===== config.mk =====
export PLATFORM = sky130hd
export DESIGN_NAME = owm_master
export DESIGN_NICKNAME = d
export VERILOG_FILES = /design/src/rtl/owm_pkg.sv /design/src/rtl/owm_datapath.sv /design/src/rtl/owm_control.sv /design/src/rtl/owm_master.sv
export SDC_FILE = /design/constraint.sdc
export NUM_CORES = 1
export LEC_CHECK = 0
export ABC_AREA = 1
export BUFFER_PORTS_ARGS = -buffer_cell sky130_fd_sc_hd__buf_2
export CORE_MARGIN = 5
export CORE_UTILIZATION = 53
export CTS_BUF_LIST = sky130_fd_sc_hd__clkbuf_16
export CTS_CLUSTER_DIAMETER = 100
export DETAILED_ROUTE_END_ITERATION = 16
export PLACE_DENSITY = 0.78
export SETUP_SLACK_MARGIN = 0.05
export SLEW_MARGIN = 5
export SYNTH_ARGS = -nofsm -noshare
export SYNTH_HDL_FRONTEND = slang
export SYNTH_HIERARCHICAL = 1
export SYNTH_SLANG_ARGS = --single-unit

===== constraint.sdc =====
create_clock -name clk -period 1.7 [get_ports clk]
set_clock_uncertainty 0.15 [all_clocks]
set_input_delay 0 -clock clk [delete_from_list [all_inputs] [get_ports clk]]
set_output_delay 0 -clock clk [all_outputs]
set_load 0.02 [all_outputs]

===== src/rtl/owm_pkg.sv =====
package owm_pkg;

  typedef enum logic [1:0] {
    OP_IDLE = 2'd0,
    OP_RST  = 2'd1,
    OP_W0   = 2'd2,
    OP_W1R  = 2'd3
  } opKind_t;

  // strobes from control to datapath
  typedef struct packed {
    logic restart;
    logic divLoad;
    logic capPresence;
    logic capRead;
  } dpStrobe_t;

  localparam int ADDR_CTRL    = 'h0;
  localparam int ADDR_DIV     = 'h2;
  localparam int ADDR_INTSTAT = 'hA;
  localparam int ADDR_INTEN   = 'hC;

endpackage


===== src/rtl/owm_datapath.sv =====
module owm_datapath
  import owm_pkg::*;
#(
  parameter int DIV_W       = 8,
  parameter int CNT_W       = 10,
  parameter int SYNC_STAGES = 2,
  parameter int DIV_INIT    = 0
) (
  input  logic             clk,
  input  logic             rstN,
  input  dpStrobe_t        strobe,
  input  logic [DIV_W-1:0] divIn,
  input  logic             busIn,
  output logic             tick,
  output logic [CNT_W-1:0] usCount,
  output logic [DIV_W-1:0] divValue,
  output logic             presence,
  output logic             readBit
);

  logic [DIV_W-1:0]       prescCnt;
  logic [SYNC_STAGES-1:0] syncReg;
  logic                   lineNow;

  assign lineNow  = syncReg[SYNC_STAGES-1];
  assign tick     = (prescCnt == divValue);

  always_ff @(posedge clk) begin
    if (!rstN) begin
      divValue <= DIV_W'(DIV_INIT);
      prescCnt <= '0;
      usCount  <= '0;
      syncReg  <= '1;
      presence <= 1'b0;
      readBit  <= 1'b0;
    end else begin
      syncReg <= {syncReg[SYNC_STAGES-2:0], busIn};

      if (strobe.divLoad) divValue <= divIn;

      if (strobe.divLoad || strobe.restart || tick) prescCnt <= '0;
      else                                         prescCnt <= prescCnt + 1'b1;

      if (strobe.restart)  usCount <= '0;
      else if (tick)       usCount <= usCount + 1'b1;

      if (strobe.capPresence) presence <= ~lineNow;
      if (strobe.capRead)     readBit  <= lineNow;
    end
  end

endmodule


===== src/rtl/owm_control.sv =====
module owm_control
  import owm_pkg::*;
#(
  parameter int ADDR_W     = 4,
  parameter int DIV_W      = 8,
  parameter int CNT_W      = 10,
  parameter int RST_LOW    = 480,
  parameter int RST_SAMPLE = 550,
  parameter int RST_END    = 960,
  parameter int W0_LOW     = 60,
  parameter int W0_END     = 70,
  parameter int W1_LOW     = 6,
  parameter int W1_SAMPLE  = 15,
  parameter int W1_END     = 70
) (
  input  logic              clk,
  input  logic              rstN,
  input  logic              wrEn,
  input  logic [ADDR_W-1:0] regAddr,
  input  logic [7:0]        wrData,
  input  logic              tick,
  input  logic [CNT_W-1:0]  usCount,
  input  logic [DIV_W-1:0]  divValue,
  input  logic              presence,
  input  logic              readBit,
  output dpStrobe_t         strobe,
  output logic              busDriveLow,
  output logic [7:0]        rdData,
  output logic              irq,
  output logic [2:0]        busyBits,
  output logic              intFlag,
  output logic              intEn
);

  opKind_t          op, startKind;
  logic [CNT_W-1:0] lowLim, endLim, sampLim;
  logic             ctrlWr, atEnd, sampleNow;

  assign ctrlWr = wrEn && (regAddr == ADDR_W'(ADDR_CTRL));

  always_comb begin
    if (wrData[7])      startKind = OP_RST;
    else if (wrData[5]) startKind = OP_W0;
    else if (wrData[4]) startKind = OP_W1R;
    else                startKind = OP_IDLE;
  end

  always_comb begin
    unique case (op)
      OP_RST: begin
        lowLim = CNT_W'(RST_LOW); endLim = CNT_W'(RST_END - 1); sampLim = CNT_W'(RST_SAMPLE - 1);
      end
      OP_W0: begin
        lowLim = CNT_W'(W0_LOW); endLim = CNT_W'(W0_END - 1); sampLim = '0;
      end
      OP_W1R: begin
        lowLim = CNT_W'(W1_LOW); endLim = CNT_W'(W1_END - 1); sampLim = CNT_W'(W1_SAMPLE - 1);
      end
      default: begin
        lowLim = '0; endLim = '0; sampLim = '0;
      end
    endcase
  end

  assign atEnd     = (op != OP_IDLE) && tick && (usCount == endLim);
  assign sampleNow = tick && (usCount == sampLim);

  assign strobe.restart     = ctrlWr && (op == OP_IDLE) && (startKind != OP_IDLE);
  assign strobe.divLoad     = wrEn && (regAddr == ADDR_W'(ADDR_DIV));
  assign strobe.capPresence = sampleNow && (op == OP_RST);
  assign strobe.capRead     = sampleNow && (op == OP_W1R);

  always_ff @(posedge clk) begin
    if (!rstN) begin
      op      <= OP_IDLE;
      intFlag <= 1'b0;
      intEn   <= 1'b0;
    end else begin
      if (strobe.restart) op <= startKind;
      else if (atEnd)     op <= OP_IDLE;

      if (atEnd)
        intFlag <= 1'b1;
      else if (wrEn && (regAddr == ADDR_W'(ADDR_INTSTAT)) && wrData[0])
        intFlag <= 1'b0;

      if (wrEn && (regAddr == ADDR_W'(ADDR_INTEN))) intEn <= wrData[0];
    end
  end

  assign busyBits    = {op == OP_RST, op == OP_W0, op == OP_W1R};
  assign busDriveLow = (op != OP_IDLE) && (usCount < lowLim);
  assign irq         = intFlag && intEn;

  always_comb begin
    rdData = '0;
    if (regAddr == ADDR_W'(ADDR_CTRL))
      rdData = {busyBits[2], presence, busyBits[1], busyBits[0], readBit, 3'b000};
    else if (regAddr == ADDR_W'(ADDR_DIV))
      rdData = 8'(divValue);
    else if (regAddr == ADDR_W'(ADDR_INTSTAT))
      rdData = {7'b0, intFlag};
    else if (regAddr == ADDR_W'(ADDR_INTEN))
      rdData = {7'b0, intEn};
  end

endmodule


===== src/rtl/owm_master.sv =====
module owm_master
  import owm_pkg::*;
#(
  parameter int ADDR_W   = 4,
  parameter int DIV_W    = 8,
  parameter int DIV_INIT = 0,
  parameter int RST_END  = 960,
  localparam int CNT_W   = $clog2(RST_END + 1)
) (
  input  logic              clk,
  input  logic              rstN,
  input  logic              wrEn,
  input  logic [ADDR_W-1:0] regAddr,
  input  logic [7:0]        wrData,
  output logic [7:0]        rdData,
  input  logic              busIn,
  output logic              busDriveLow,
  output logic              irq
);

  dpStrobe_t        strobe;
  logic             tick, presence, readBit, intFlag, intEn;
  logic [CNT_W-1:0] usCount;
  logic [DIV_W-1:0] divValue;
  logic [2:0]       busyBits;

  owm_datapath #(.DIV_W(DIV_W), .CNT_W(CNT_W), .SYNC_STAGES(2), .DIV_INIT(DIV_INIT)) dp (
    .clk(clk), .rstN(rstN), .strobe(strobe), .divIn(DIV_W'(wrData)), .busIn(busIn),
    .tick(tick), .usCount(usCount), .divValue(divValue),
    .presence(presence), .readBit(readBit)
  );

  owm_control #(.ADDR_W(ADDR_W), .DIV_W(DIV_W), .CNT_W(CNT_W), .RST_END(RST_END)) ctl (
    .clk(clk), .rstN(rstN), .wrEn(wrEn), .regAddr(regAddr), .wrData(wrData),
    .tick(tick), .usCount(usCount), .divValue(divValue),
    .presence(presence), .readBit(readBit),
    .strobe(strobe), .busDriveLow(busDriveLow), .rdData(rdData), .irq(irq),
    .busyBits(busyBits), .intFlag(intFlag), .intEn(intEn)
  );

endmodule


==> flow_metrics.env, run 1 <==
export IMPL_path_clk_slew_ns=0.05
export IMPL_grt_max_degree=18
export IMPL_numCtsBuffers=5
export IMPL_drv_cap=0
export IMPL_clk_insertion_delay_late_ns=0.28
export IMPL_ys_warn_count=6
export IMPL_synth_adder_area_share=0.0755
export IMPL_htreeDepth=2
export IMPL_timing_worst_setup_path_type="register to primary output"
export IMPL_switchingPower_mw=0.757
export IMPL_synth_compound_area_share=0.118
export IMPL_rows=24
export IMPL_fmax_mhz=472
export IMPL_nNetsFinal=485
export IMPL_synth_seq_cells=34
export IMPL_p_comb_frac=0.275
export IMPL_synthCells=342
export IMPL_seq_power_share=0.358
export IMPL_relSlewSlack=0.722
export IMPL_period_share=1.25
export IMPL_grtUsageTotal=0.270
export IMPL_final_common_cell="nand2_1"
export IMPL_die_x_um=76.2
export IMPL_cp_start_kind="register"
export IMPL_finalCriticalPeriod_ns=2.12
export IMPL_die_area_sq_mm=0.00580
export IMPL_yosys_area_share_simple=0.380
export IMPL_multiInputGateArea_sq_mm=0.00166
export IMPL_p_leak_nw=1.63
export IMPL_required_ns=1.55
export IMPL_irDropWorstVdd_v=0.000559
export IMPL_ys_seq_area_frac=0.293
export IMPL_violations="setup timing"
export IMPL_dpl_hpwl_um=4680
export IMPL_slowest_stage="dfxtp_4"
export IMPL_switching_share=0.312
export IMPL_drcViolationCount=0
export IMPL_core_area_sq_mm=0.00429
export IMPL_drt_iter0_markers=285
export IMPL_synth_xor_area_frac=0.0415
export IMPL_critical_path_max_stage_delay_ns=0.35
export IMPL_clockBufferDepth=2
export IMPL_grt_pass1_vias=2884
export IMPL_register_area_sq_um=714
export IMPL_p_clk_frac=0.367
export IMPL_p_int_mw=1.67
export IMPL_hold_violations=0
export IMPL_grt_pass1_wl_um=12800
export IMPL_start_util=0.541
export IMPL_syn_area_per_cell_sq_um=6.79
export IMPL_final_max_slew_viol_count=0
export IMPL_fill_cells=226
export IMPL_tightest_slew_ns=0.417
export IMPL_postLayoutCoreUtil=0.842
export IMPL_crit_fanout=3
export IMPL_antenna_found_initial=0
export IMPL_worstPathCellList="buf_4 > ha_1 > inv_2 > ha_4 > a21oi_2 > o21ai_1 > nand2_1 > nand2_2 > nor3_4 > buf_6"
export IMPL_crit_arrival_ns=1.97
export IMPL_first_pass_iters=5
export IMPL_synth_area_sq_mm=0.00232
export IMPL_overflow=0
export IMPL_synth_top_family_by_area="simple AND/OR/NAND/NOR gates"
export IMPL_finalSetupViolCount=6
export IMPL_fin_setup_tns_ns=-1.41
export IMPL_yosysUniqueCellTypes=31
export IMPL_wl_per_cell_um=17.7
export IMPL_layout_common_cells="nand2_1, buf_4, inv_1, nand3_1, buf_2"
export IMPL_layout_setup_ws_ns=-0.418
export IMPL_powerDensity_mw_per_mm2=670
export IMPL_die_y_um=76.2
export IMPL_wl_um=9010
export IMPL_synthMuxAreaShare=0
export IMPL_grt_setup_unrepaired="true"
export IMPL_cts_sinks=34
export IMPL_cts_tree="built"
export IMPL_dr_total_vias=2970
export IMPL_routed_via_density=5.85
export IMPL_ant_nets=0
export IMPL_antennaDiodeCount=0
export IMPL_io_pins=26
export IMPL_instances_no_fill=508
export IMPL_root_buffer="clkbuf_16"
export IMPL_crit_path_end_kind="primary output"
export IMPL_hold_path_class="input port to register"
export IMPL_place_gp_congestion=0.916
export IMPL_status="finished, violations left"
export IMPL_dp_cells=470
export IMPL_layout_drive_gt1_share=0.465
export IMPL_io_buffer_count=25
export IMPL_syn_nets=372
export IMPL_syn_to_final_growth_pct=55.8
metal layers:
metal / track usage / part of all wire / vias up
met1: 0.278 / 0.35 / 1365
met2: 0.499 / 0.51 / 215
met3: 0.0638 / 0.076 / 65
met4: 0.142 / 0.066 / 0
met5: 0 / 0 / -
li1: - / - / 1325
area by class of cell:
type | instances | area share
Multi-Input combinational cell | 251 | 0.460
Sequential cell | 34 | 0.198
Inverter | 55 | 0.0598
Clock inverter | 3 | 0.00450
Tap cell | 52 | 0.0180
Timing Repair Buffer | 108 | 0.226
Clock buffer | 5 | 0.0346
sequential cells by signal (all words and copies together) (netlist names):
name and cells:
ctl/op 2, dp/prescCnt 8, dp/readBit 1, dp/usCount 10, dp/syncReg 2, ctl/intFlag 1
dp/presence 1, ctl/intEn 1, dp/divValue 8
timing repair:
item,in CTS,in global routing
buffers inserted,12,6
endpoints found under the hold margin,16,9
pin swaps,18,17
setup endpoints to repair,23,27
hold buffers,13,3
gates resized for setup,30,55
path summary, 6_finish.rpt:
kind	slack, ns	cells past startpoint	to	from
worst min register to register	0.29	1	dp/presence$_SDFFE_PN0P_	dp/syncReg[1]$_SDFF_PN1_
worst min-delay path	0.10	5	ctl/intFlag$_SDFFE_PN0P_	regAddr[2]
worst max register to register	-0.34	9	dp/readBit$_SDFFE_PN0P_	ctl/op[1]$_SDFFE_PN0P_
worst max-delay path	-0.42	10	busDriveLow	ctl/op[1]$_SDFFE_PN0P_
logic make-up after synthesis:
family / after synthesis
compound gates: 52
xor+xnor: 11
fa+ha+maj: 14
buf+inv: 57
flops: 34
simple gates: 174
power by group through the flow:
| stage | clock network [mW] | logic, mW | registers [mW] |
|---|---|---|---|
| 4_1_cts | 0.889 | 0.573 | 0.857 |
| 6_report | 0.889 | 0.667 | 0.867 |
| 3_5_place_dp | 0 | 0.445 | 0.874 |
| 2_1_floorplan | 0 | 0.281 | 0.877 |
| 5_1_grt | 0.935 | 0.713 | 0.867 |
| 3_3_place_gp | 0 | 0.435 | 0.872 |
through the flow:
step           power (mW)  worst slack [ns]  hold WS [ns]  instance area, sq um
6_report             2.42            -0.418         0.102                  3620
5_1_grt              2.52            -0.529         0.118                  3620
4_1_cts              2.32            -0.358        0.0247                  3420
3_5_place_dp         1.32            -0.225        0.0496                  2970
3_3_place_gp         1.31            -0.176        0.0374                  2970
2_1_floorplan        1.16           -0.0249       -0.0435                  2380
cell usage after synthesis, drive strengths merged:
master,n,share of area
xnor2,3,0.011
nor3b,1,0.0032
xor2,8,0.030
nor3,2,0.0092
o21bai,1,0.0032
ha,14,0.075
or2,2,0.0054
inv,55,0.089
nand2,91,0.16
nor4,1,0.0027
a21o,1,0.0032
nor2,37,0.095
a211oi,2,0.0065
nand3b,3,0.0097
o21ai,21,0.047
clkbuf,2,0.0032
a21oi,27,0.058
nand4,7,0.019
dfxtp,34,0.29
nand3,30,0.072
worst max-delay path, delay by kind of cell (launching register included):
kind | cells | cell delay [ns]
and+or+nand+nor | 3 | 0.29
buffers and inverters | 3 | 0.38
AOI/OAI and AO/OA | 2 | 0.24
adders and majority gates | 2 | 0.43
DFF | 1 | 0.35
Note: power is estimated with default switching activity, not from simulation.
==> run 2, diff against run 1 <==
--- a/config.mk
+++ b/config.mk
@@ -7,12 +7,14 @@
 export LEC_CHECK = 0
 export ABC_AREA = 1
 export BUFFER_PORTS_ARGS = -buffer_cell sky130_fd_sc_hd__buf_2
+export CELL_PAD_IN_SITES_DETAIL_PLACEMENT = 0
+export CELL_PAD_IN_SITES_GLOBAL_PLACEMENT = 2
 export CORE_MARGIN = 5
-export CORE_UTILIZATION = 53
+export CORE_UTILIZATION = 29
 export CTS_BUF_LIST = sky130_fd_sc_hd__clkbuf_16
 export CTS_CLUSTER_DIAMETER = 100
 export DETAILED_ROUTE_END_ITERATION = 16
-export PLACE_DENSITY = 0.78
+export PLACE_DENSITY = 0.77
 export SETUP_SLACK_MARGIN = 0.05
 export SLEW_MARGIN = 5
 export SYNTH_ARGS = -nofsm -noshare
==> run 2 against run 1 <==
  * The flow still finishes with violations (setup timing)
  * Cell area increased by 3.3%
  * Clock power increased by 1%
  * Clock-buffer cell count unchanged
  * Fmax increased by 4.1%
  * Total power decreased by 1.8%
  * Sequential power decreased by 2%
  * First-iteration DRC count decreased by 82%
  * Largest cell class unchanged
  * Highest routed layer unchanged
==> flow_metrics.env, run 2 (synthesized netlist as in run 1, its figures left out) <==
export IMPL_fill_cells=798
export IMPL_finalSetupViolCount=5
export IMPL_startpoint="ctl/op[1]$_SDFFE_PN0P_"
export IMPL_drt_iter0_markers=50
export IMPL_largestRegisters="dp/usCount x10, dp/divValue x8, dp/prescCnt x8"
export IMPL_whs_ns=0.0343
export IMPL_antenna_found_initial=0
export IMPL_first_pass_iters=4
export IMPL_antennaDiodeCount=0
export IMPL_slowest_stage="dfxtp_2"
export IMPL_path_clk_slew_ns=0.05
export IMPL_tightest_slew_ns=0.369
export IMPL_irDropWorstVdd_v=0.000366
export IMPL_io_pins=26
export IMPL_numCtsBuffers=5
export IMPL_rrSetupSlack_ns=-0.13
export IMPL_crit_fanout=5
export IMPL_grt_max_degree=13
export IMPL_hold_violations=0
export IMPL_instances_no_fill=561
export IMPL_grt_setup_unrepaired="true"
export IMPL_fmax_mhz=491
export IMPL_start_util=0.299
export IMPL_required_ns=1.55
export IMPL_worstPathCellList="inv_4 > ha_4 > inv_6 > ha_4 > a21o_1 > a211oi_2 > nand2_2 > nor3_4 > buf_6"
export IMPL_status="finished, violations left"
export IMPL_place_area_sq_mm=0.00307
export IMPL_crit_path_end_kind="primary output"
export IMPL_dpl_hpwl_um=5110
export IMPL_grt_pass1_vias=2415
export IMPL_design_area_sq_mm=0.00374
export IMPL_grt_pass1_wl_um=11300
export IMPL_layout_common_cells="nand2_1, buf_4, inv_1, nand3_1, buf_2"
export IMPL_clk_insertion_delay_late_ns=0.28
export IMPL_final_max_slew_viol_count=0
export IMPL_final_common_cell="nand2_1"
export IMPL_dr_total_vias=2495
export IMPL_ant_nets=0
export IMPL_cts_tree="built"
export IMPL_io_buffer_count=25
export IMPL_routed_via_density=4.45
export IMPL_crit_arrival_ns=1.88
export IMPL_drv_cap=0
export IMPL_power_mw=2.38
export IMPL_hold_path_class="input port to register"
export IMPL_cts_sinks=34
export IMPL_timing_worst_setup_path_type="register to primary output"
export IMPL_layout_drive_gt1_share=0.468
export IMPL_crit_top_cell="ha_4"
export IMPL_violations="setup timing"
export IMPL_p_leak_nw=1.65
export IMPL_period_share=1.20
export IMPL_die_area_sq_mm=0.00989
export IMPL_finalCriticalPeriod_ns=2.03
export IMPL_largest_reg_flops=10
export IMPL_grtUsageTotal=0.142
export IMPL_clockBufferDepth=2
export IMPL_nNetsFinal=488
export IMPL_relSlewSlack=0.753
export IMPL_min_from="regAddr[2]"
export IMPL_htreeDepth=2
export IMPL_wl_um=6680
export IMPL_die_x_um=99.5
export IMPL_place_gp_congestion=0.795
export IMPL_fin_setup_tns_ns=-0.634
export IMPL_overflow=0
export IMPL_die_y_um=99.5
export IMPL_root_buffer="clkbuf_16"
export IMPL_powerDensity_mw_per_mm2=637
export IMPL_dp_cells=524
export IMPL_layout_setup_ws_ns=-0.335
export IMPL_worst_r2r_startpoint="ctl/op[1]$_SDFFE_PN0P_"
export IMPL_critical_path_max_stage_delay_ns=0.37
export IMPL_drcViolationCount=0
export IMPL_rows=32
export IMPL_syn_to_final_growth_pct=61.0
export IMPL_core_area_sq_mm=0.00777
export IMPL_top_register="dp/usCount"
export IMPL_wl_per_cell_um=11.9
export IMPL_cp_start_kind="register"
==> run 2: changes by cell type in the layout (fill, tap and decap cells not counted), moves of 3 or more <==
| cell | before | now |
|---|---|---|
| dfxtp_2 | 18 | 15 |
| buf_2 | 24 | 21 |
| buf_4 | 64 | 68 |
| dfxtp_1 | 13 | 17 |
| o21ai_1 | 5 | 2 |
| buf_6 | 4 | 8 |
| nor2_2 | 15 | 12 |
==> run 2: critical path: cells and delay by family, from the launching register on <==
| family | cells | cell delay (ns) |
|---|---|---|
| and+or+nand+nor | 2 | 0.20 |
| DFF | 1 | 0.37 |
| buffers and inverters | 3 | 0.27 |
| adders and majority gates | 2 | 0.38 |
| AOI/OAI and AO/OA | 2 | 0.37 |
==> run 2: area by class of cell <==
type                    count  area [sq um]  area share
well taps                 102           128      0.0342
repair buffers            111           856       0.229
inverters                  55           216      0.0579
clock inverters             3          21.3     0.00569
flip-flops and latches     34           707       0.189
multi-input cells         251          1680       0.450
clock buffers               5           125      0.0335
==> run 2: final timing paths <==
path                                            endpoint  depth (start not counted)
worst max register to register  dp/presence$_SDFFE_PN0P_                          9
worst min register to register  dp/syncReg[1]$_SDFF_PN1_                          1
worst min-delay path              ctl/intEn$_SDFFE_PN0P_                          4
worst max-delay path                         busDriveLow                          9
==> run 2: power breakdown <==
part	leakage (nW)	switching [mW]	internal, mW
registers	0.284	0.0243	0.825
logic	1.30	0.324	0.303
clock network	0.0698	0.360	0.542
total	1.65	0.709	1.67
==> run 2: what timing repair did <==
| action | CTS | global route |
|---|---|---|
| buffers inserted | 16 | 5 |
| hold endpoints to repair | 15 | 0 |
| pin swaps | 22 | 21 |
| hold buffers | 13 | 0 |
| cloned | 0 | 0 |
| gates resized for setup | 38 | 56 |
| endpoints found under the setup margin | 26 | 25 |
==> run 2: metal layers <==
layer	vias up	track usage	share of wire	wire (um)
met5	-	0	0	0
met4	0	0.0378	0.011	74
met3	6	0.0281	0.026	175
met2	26	0.234	0.47	3150
met1	1129	0.188	0.49	3280
li1	1334	-	-	-
==> run 2: metrics by stage <==
step	setup WS [ns]	util
5_1_grt	-0.437	0.481
3_5_place_dp	-0.224	0.395
3_3_place_gp	-0.219	0.395
6_report	-0.335	0.481
4_1_cts	-0.361	0.461
2_1_floorplan	-0.0249	-
==> run 3, diff against run 2 <==
--- a/config.mk
+++ b/config.mk
@@ -9,6 +9,7 @@
 export BUFFER_PORTS_ARGS = -buffer_cell sky130_fd_sc_hd__buf_2
 export CELL_PAD_IN_SITES_DETAIL_PLACEMENT = 0
 export CELL_PAD_IN_SITES_GLOBAL_PLACEMENT = 2
+export CORE_ASPECT_RATIO = 0.75
 export CORE_MARGIN = 5
 export CORE_UTILIZATION = 29
 export CTS_BUF_LIST = sky130_fd_sc_hd__clkbuf_16
==> run 3 against run 2 <==
  * The run still ends with setup timing left
  * Sequential power barely moved
  * First-iteration DRC count increased by 14%
  * Cell area shrank 0.54%
  * Global-route usage increased by 0.30 points
  * Cell count grew 0.36%
  * Non-clock buffer count is 1 lower
  * Fmax rose by 0.55%
  * Die area increased by 0.19%
  * Combinational power fell by 3.8%
  * Wire length increased by 3.1%
  * Critical path depth is 1 higher
  * Largest cell class unchanged
  * Largest power group unchanged
==> flow_metrics.env, run 3 (synthesized netlist as in run 1, its figures left out) <==
export IMPL_status="finished, violations left"
export IMPL_route_met3_wl_um=219
export IMPL_cp_start_kind="register"
export IMPL_layout_common_cells="nand2_1, buf_4, inv_1, nand3_1, dfxtp_1"
export IMPL_wl_um=6890
export IMPL_grt_pass1_vias=2400
export IMPL_wl_met2_um=3120
export IMPL_drt_iter0_markers=57
export IMPL_drcViolationCount=0
export IMPL_crit_arrival_ns=1.87
export IMPL_dpl_hpwl_um=5080
export IMPL_htreeDepth=2
export IMPL_cts_tree="built"
export IMPL_clockBufferDepth=2
export IMPL_relSlewSlack=0.779
export IMPL_largestRegisters="dp/usCount x10, dp/divValue x8, dp/prescCnt x8"
export IMPL_powerDensity_mw_per_mm2=627
export IMPL_crit_path_end_kind="primary output"
export IMPL_root_buffer="clkbuf_16"
export IMPL_core_area_sq_mm=0.00785
export IMPL_fmax_mhz=494
export IMPL_layout_drive_gt1_share=0.434
export IMPL_grt_setup_unrepaired="true"
export IMPL_syn_to_final_growth_pct=60.1
export IMPL_wl_per_cell_um=12.2
export IMPL_path_clk_slew_ns=0.05
export IMPL_hold_violations=0
export IMPL_p_leak_nw=1.65
export IMPL_drv_cap=0
export IMPL_place_area_sq_mm=0.00308
export IMPL_clk_insertion_delay_late_ns=0.28
export IMPL_cts_sinks=34
export IMPL_final_max_slew_viol_count=0
export IMPL_power_mw=2.33
export IMPL_grtUsageTotal=0.145
export IMPL_pre_cts_slack_ns=-0.249
export IMPL_antennaDiodeCount=0
export IMPL_die_x_um=113
export IMPL_irDropWorstVdd_v=0.000404
export IMPL_layout_setup_ws_ns=-0.324
export IMPL_antenna_found_initial=0
export IMPL_top_layer="met4"
export IMPL_top_register="dp/usCount"
export IMPL_dr_total_vias=2472
export IMPL_overflow=0
export IMPL_rows=28
export IMPL_final_common_cell="nand2_1"
export IMPL_finalSetupViolCount=6
export IMPL_instances_no_fill=563
export IMPL_dp_cells=529
export IMPL_routed_via_density=4.39
export IMPL_required_ns=1.55
export IMPL_period_share=1.19
export IMPL_grt_max_degree=18
export IMPL_largest_reg_flops=10
export IMPL_place_gp_congestion=0.789
export IMPL_die_y_um=87.5
export IMPL_finalCriticalPeriod_ns=2.02
export IMPL_design_area_sq_mm=0.00372
export IMPL_wl_met1_um=3520
export IMPL_numCtsBuffers=5
export IMPL_tightest_slew_ns=0.331
export IMPL_io_buffer_count=25
export IMPL_grt_pass1_wl_um=11500
export IMPL_first_pass_iters=4
export IMPL_start_util=0.296
export IMPL_crit_fanout=4
export IMPL_nNetsFinal=487
export IMPL_violations="setup timing"
export IMPL_hold_path_class="input port to register"
export IMPL_timing_worst_setup_path_type="register to primary output"
export IMPL_die_area_sq_mm=0.00991
export IMPL_ant_nets=0
export IMPL_io_pins=26
run 3: through the flow:
stage | util | TNS (ns) | hold WS, ns
2_1_floorplan | - | -0.0249 | -0.0435
3_3_place_gp | 0.392 | -0.977 | 0.0379
3_5_place_dp | 0.392 | -0.991 | 0.0390
4_1_cts | 0.441 | -0.934 | 0.0286
5_1_grt | 0.474 | -1.84 | 0.0636
6_report | 0.474 | -1.07 | 0.0244
run 3: report_power, final:
group	internal, mW	switching [mW]	total, mW
clock	0.534	0.344	0.878
combinational	0.275	0.327	0.603
sequential	0.821	0.0268	0.848
run 3: repair_timing:
item	CTS	global route
hold endpoints to repair	16	0
pin swaps	10	25
endpoints found under the setup margin	19	28
hold buffers	13	0
setup buffers	3	10
resized for setup	24	53
run 3: worst paths after layout:
kind | startpoint | to | slack (ns) | depth (start not counted)
max | ctl/op[1]$_SDFFE_PN0P_ | busDriveLow | -0.32 | 10
min | regAddr[2] | ctl/intEn$_SDFFE_PN0P_ | 0.02 | 4
max reg2reg | dp/divValue[4]$_SDFFE_PN0P_ | dp/readBit$_SDFFE_PN0P_ | -0.24 | 13
min reg2reg | dp/syncReg[0]$_SDFF_PN1_ | dp/syncReg[1]$_SDFF_PN1_ | 0.27 | 1
run 3: layer usage:
| layer | global-route usage | up-vias |
|---|---|---|
| li1 | - | 1332 |
| met1 | 0.210 | 1108 |
| met2 | 0.227 | 30 |
| met3 | 0.0229 | 2 |
| met4 | 0.0295 | 0 |
| met5 | 0 | - |
run 3: critical path, cell delays in order (launching register included):
cell and delay [ns]:
dfxtp_4 0.35, inv_4 0.08, ha_4 0.16, inv_6 0.05
ha_4 0.27, nand2_2 0.04, nor3b_2 0.18, nand4_1 0.13
nor2_2 0.15, nor3_4 0.06, buf_6 0.12
run 3: area by class of cell:
cell class	instances	area, sq um
Clock buffer	5	125
Clock inverter	3	16.3
Fill cell	810	4130
Inverter	55	225
Multi-Input combinational cell	251	1670
Sequential cell	34	708
Tap cell	105	131
Timing Repair Buffer	110	845
